### config.mk
export PLATFORM = sky130hd
export DESIGN_NAME = serial_audio_rx
export DESIGN_NICKNAME = d
export VERILOG_FILES = /design/src/rtl/serial_audio_rx.sv
export SDC_FILE = /design/constraint.sdc
export NUM_CORES = 1
export LEC_CHECK = 0
export BUFFER_PORTS_ARGS = -buffer_cell sky130_fd_sc_hd__buf_4
export CORE_ASPECT_RATIO = 1.1
export CORE_MARGIN = 5
export CORE_UTILIZATION = 40
export CTS_BUF_LIST = sky130_fd_sc_hd__clkbuf_8
export CTS_CLUSTER_SIZE = 14
export DETAILED_ROUTE_END_ITERATION = 6
export GPL_TIMING_DRIVEN = 0
export PLACE_DENSITY_LB_ADDON = 0.08
export SETUP_SLACK_MARGIN = 0.1
export SLEW_MARGIN = 10
export SYNTH_ARGS = -nofsm -noshare
export SYNTH_HDL_FRONTEND = slang
export SYNTH_SLANG_ARGS = --single-unit
### constraint.sdc
create_clock -name clk -period 5.8 [get_ports clk]
set_input_delay 0.87 -clock clk [delete_from_list [all_inputs] [get_ports clk]]
set_output_delay 0.87 -clock clk [all_outputs]
set_load 0.05 [all_outputs]
### src/rtl/serial_audio_rx.sv
`timescale 1ns/1ps
module serial_audio_rx #(
  parameter int W        = 16,
  parameter int RJ_DELAY = 16,
  parameter int CW       = 6
) (
  input  logic         clk,
  input  logic         rst,
  input  logic         bclk,
  input  logic         lrck,
  input  logic         wclk,
  input  logic         sdata,
  input  logic [1:0]   fmt,
  input  logic         bclk_fall,
  input  logic [3:0]   wlen,
  output logic [W-1:0] sample,
  output logic         sample_valid,
  output logic         sample_left
);
  localparam int CMAX = (1 << CW) - 1;

  logic          bclk_d, seen, lr_prev, wc_prev, tag;
  logic [CW-1:0] cnt, idx, off, len;
  logic [W-1:0]  sh;

  wire lr_mode = (fmt != 2'b11);
  wire act     = (bclk ^ bclk_d) & (bclk ^ bclk_fall);
  wire start   = seen & (lr_mode ? (lrck ^ lr_prev) : (wclk & ~wc_prev));

  always_comb begin
    case (fmt)
      2'b01:   off = CW'(1);
      2'b10:   off = CW'(RJ_DELAY);
      default: off = '0;
    endcase
    if (!lr_mode)        len = CW'(W);
    else if (wlen < 4'd3) len = CW'(4);
    else                 len = CW'(wlen) + CW'(1);
  end

  assign idx = start ? '0 : ((cnt == CW'(CMAX)) ? cnt : cnt + CW'(1));

  wire          take  = (idx >= off) && (idx < off + len);
  wire          last  = (idx == off + len - CW'(1));
  wire [W-1:0]  base  = start ? '0 : sh;
  wire [W-1:0]  shin  = {base[W-2:0], sdata};
  wire          tag_n = start ? lrck : tag;

  always_ff @(posedge clk) bclk_d <= bclk;

  always_ff @(posedge clk) begin
    if (rst) begin
      seen         <= 1'b0;
      lr_prev      <= 1'b0;
      wc_prev      <= 1'b0;
      tag          <= 1'b0;
      cnt          <= CW'(CMAX);
      sh           <= '0;
      sample       <= '0;
      sample_valid <= 1'b0;
      sample_left  <= 1'b0;
    end else begin
      sample_valid <= 1'b0;
      if (act) begin
        seen    <= 1'b1;
        lr_prev <= lrck;
        wc_prev <= wclk;
        tag     <= tag_n;
        cnt     <= idx;
        if (take)       sh <= shin;
        else if (start) sh <= '0;
        if (take && last) begin
          sample       <= shin << (CW'(W) - len);
          sample_valid <= 1'b1;
          sample_left  <= tag_n;
        end
      end
    end
  end

  p_reset_r1: assert property (@(posedge clk)
    rst |=> (!sample_valid && sample == '0));

  p_pulse_r10: assert property (@(posedge clk) disable iff (rst)
    sample_valid |=> !sample_valid);

  p_hold_r10: assert property (@(posedge clk) disable iff (rst)
    (!sample_valid && !$past(rst)) |-> ($stable(sample) && $stable(sample_left)));

  p_low_zero_r7: assert property (@(posedge clk) disable iff (rst)
    sample_valid |-> (W'(sample << len) == '0));

  p_edge_r6: assert property (@(posedge clk) disable iff (rst)
    sample_valid |-> (($past(bclk) != $past(bclk_fall)) && ($past(bclk, 2) == $past(bclk_fall))));
endmodule

==> out/summary.txt <==
=====================================================================================
Run status                                                               complete, no violations
Cell with the largest stage delay on the worst path                             or3_1
Width of the die                                                         99.5 microns
Number of detailed-route iterations in the first pass                               5
Std-Cell Rows                                                                      36
Dominant register cell in the synthesized netlist                             dfxtp_1
Fin. Hold Viols                                                                     0
Number of vias per cell after detailed routing                                   5.51
Final design utilization                                                        0.457
Dominant combinational cell family by area after synthesis               simple AND/OR/NAND/NOR gates
Number of antenna violations at the first check in global routing                   0
# setup viols final                                                                 0
Worst r2r src                                                                  cnt[0]
Post-synthesis simple-gate area fraction                                        0.255
Buf+Inv Stages, Crit Path                                                           5
Top-level I/O count                                                                31
H-tree levels                                                                       2
Initial drt markers                                                               161
Gr usage total                                                                  0.171
Post-synth net total                                                              455
Fin cells                                                                         581
Vias in the first global route                                                   3083
Num CTS Buffers                                                                     5
Part of the Yosys area used for sequential elements                             0.250
Number of remaining DRC errors                                                      0
Fillcell total                                                                    904
Achievable Freq                                                             0.188 GHz
Most Frequent Cell on Critical Path                                              ha_1
Kind of cell with the highest combined delay on the critical path        simple AND/OR/NAND/NOR gates
Post-Synth XOR/XNOR Area                                                       0.0409
Start point of the worst hold path                                          sample[8]
Launching element of the worst setup path                                     wlen[0]
HP Class                                                                 register to register
# diodes                                                                            0
Worst setup slack after placement                                             -197 ps
Max Buffers Root-to-Sink                                                            2
Die H                                                                     108 microns
Final Max Tran Viols                                                                0
Setup WS post-layout                                                           491 ps
Number of enable flip-flop cells after synthesis                                    0
Total gr overflow                                                                   0
Most frequent standard cell in the layout excluding fill and tap cells        nand2_1
Layout net count                                                                  493
CP max stage delay                                                             410 ps
Cell Pwr Density                                                          210 nW/um^2
Clock Pin Slew Worst Setup and Hold Paths                                       90 ps
Leakage power summed over all cells                                        0.00157 uW
Post-route ant nets                                                                 0
Fraction of layout cells with a size suffix above 1                             0.161
Highest net fanout along the worst path                                            10
Area share of fa/ha/maj cells after synthesis                                  0.0498
Starting utilization of the core area                                           0.403
List of cells traversed by the critical path                             buf_4 -> ha_1 -> buf_2 -> nor3_2 -> nor2_1 -> ha_1 -> ha_1 -> or3_1 -> and2_0 -> buf_2 -> ha_1 -> o21a_1 -> o21a_1 -> o21a_1 -> a221oi_2 -> nand2_1 -> a2111oi_4 -> buf_4 -> buf_6 -> mux2i_1
Avg WL per Cell                                                          15.4 microns
RSZ-0062 raised after global routing                                            false
Critical Path End Type                                                       register
Compound-cell area share of the yosys netlist                                   0.227
Die ar.                                                                   10800 sq um
TritonCTS Sinks                                                                    44
Time the worst path needs with I/O delays and setup                           5310 ps
Global placement routability congestion                                         0.809
Warnings, synthesis                                                                 0
Total wire length after detailed routing                                 8940 microns
Proportion of synthesized flip-flops having asynchronous set or reset               0
Register-to-register setup slack                                              1820 ps
Area growth, synth to finish                                                    13.5%
Leading cell types in the layout, fill and taps excluded                 nand2_1, dfxtp_1, mux2i_1
Clock root cell                                                              clkbuf_8
Number of cells produced by synthesis                                             428
Combined area of all synthesized cells                                     3520 sq um
Data arrival time of the critical path                                        5540 ps
Max-Cap Viols                                                                       0
Clk Latency, worst-skew pair                                                   310 ps
Number of synthesized register bits                                                44
First-pass GRT wire length                                               15100 microns
Maximum clock skew at final layout                                            9.55 ps
Max VDD drop                                                                 0.113 mV
DP Wirelength                                                            7020 microns
Via count                                                                        3199
Slew at the pin closest to its max-slew limit                                 1200 ps
Type of the setup path with the least slack                              input port to register
Largest net degree at the start of global routing                                  17
Worst-case headroom to the max-slew limit                                       0.193
Worst EP required                                                             6030 ps
Port buffer count                                                                  26
Floorplan core area                                                        8740 sq um
Post-synthesis cell type count                                                     77
Critical path startpoint category                                          input port
Share of synthesized area spent on multiplexers                                 0.128
Mean instance size in the synthesized netlist                              8.23 sq um
Ratio of final minimum period to clock period                                   0.915
Clock tree from TritonCTS                                                         yes
Placed Cells                                                                      568
=====================================================================================
report_power, final:
| group | leakage (uW) | switching [uW] | total, uW | internal, uW |
|---|---|---|---|---|
| logic | 0.00117 | 187 | 317 | 129 |
| registers | 0.000356 | 7.09 | 315 | 308 |
| clock network | 0.0000491 | 120 | 209 | 88.8 |
path summary, 6_finish.rpt:
path | depth (start not counted) | end
min | 2 | sample[8]
min reg2reg | 2 | sample[8]
max reg2reg | 15 | sample[10]
max | 20 | sample[10]
cells in the mapped netlist, drive strengths merged, types with 6 or more instances:
library cell	n	area, sq um
nand2	48	180
dfxtp	44	881
mux2i	37	370
nor2	35	131
nand2b	28	175
o21ai	18	97.6
a22oi	15	113
ha	14	175
nand3	14	70.1
a21oi	13	68.8
and2	13	85.1
clkbuf	13	48.8
inv	13	48.8
and3	10	67.6
buf	10	75.1
xnor2	9	86.3
nor3	7	35.0
nor2b	6	37.5
worst register-to-register path, cell delays in order, from the launching register on:
cell	delay, ps
dfxtp_1	450
ha_1	310
and3_1	230
nand3_1	80
a22oi_1	340
ha_1	300
nor2b_1	130
o21a_1	160
o21a_1	160
o21a_1	190
a221oi_2	410
nand2_1	220
a2111oi_4	350
buf_4	210
buf_6	180
mux2i_1	190
cell type report:
class                      count  area (sq um)  share of cell area
multi-input combinational    347          2470               0.618
buffer                        23           124              0.0310
tap                          114           143              0.0357
sequential                    44           881               0.220
timing repair buffer          31           233              0.0582
clock buffer                   5          68.8              0.0172
inverter                      14          52.6              0.0131
clock inverter                 3          26.3             0.00657
flip-flops by register name (all words and copies together), names as in the netlist:
| signal | count |
|---|---|
| wc_prev | 1 |
| seen | 1 |
| sh | 15 |
| sample_left | 1 |
| sample | 16 |
| bclk_d | 1 |
| sample_valid | 1 |
| tag | 1 |
| lr_prev | 1 |
| cnt | 6 |
what timing repair did:
action | CTS | global route
resized for setup | 0 | 1
setup endpoints to repair | 0 | 26
hold buffers | 0 | 0
buffers inserted | 0 | 5
through the flow:
step / hold slack [ps] / area [sq um] / total power (uW) / setup TNS, ps
floorplan: 451 / 3520 / 570 / 0
global placement: 462 / 3860 / 634 / -1590
detailed placement: 466 / 3860 / 637 / -1820
CTS: 482 / 3950 / 850 / 0
global route: 509 / 4000 / 904 / 0
finish: 475 / 4000 / 840 / 0
logic make-up after synthesis:
family	Yosys count
buffers and inverters	37
XOR/XNOR	14
flip-flops	44
adder cells (fa/ha/maj)	14
AO/OA/AOI/OAI	100
multiplexers	43
AND/OR/NAND/NOR	176
per-layer routing:
layer,up-vias,GRT usage,share of wire
met5,-,0,0
met4,0,0.0498,0.014
met3,10,0.0271,0.033
met2,61,0.284,0.49
met1,1500,0.229,0.47
li1,1628,-,-
Note: power is estimated with default switching activity, not from simulation.
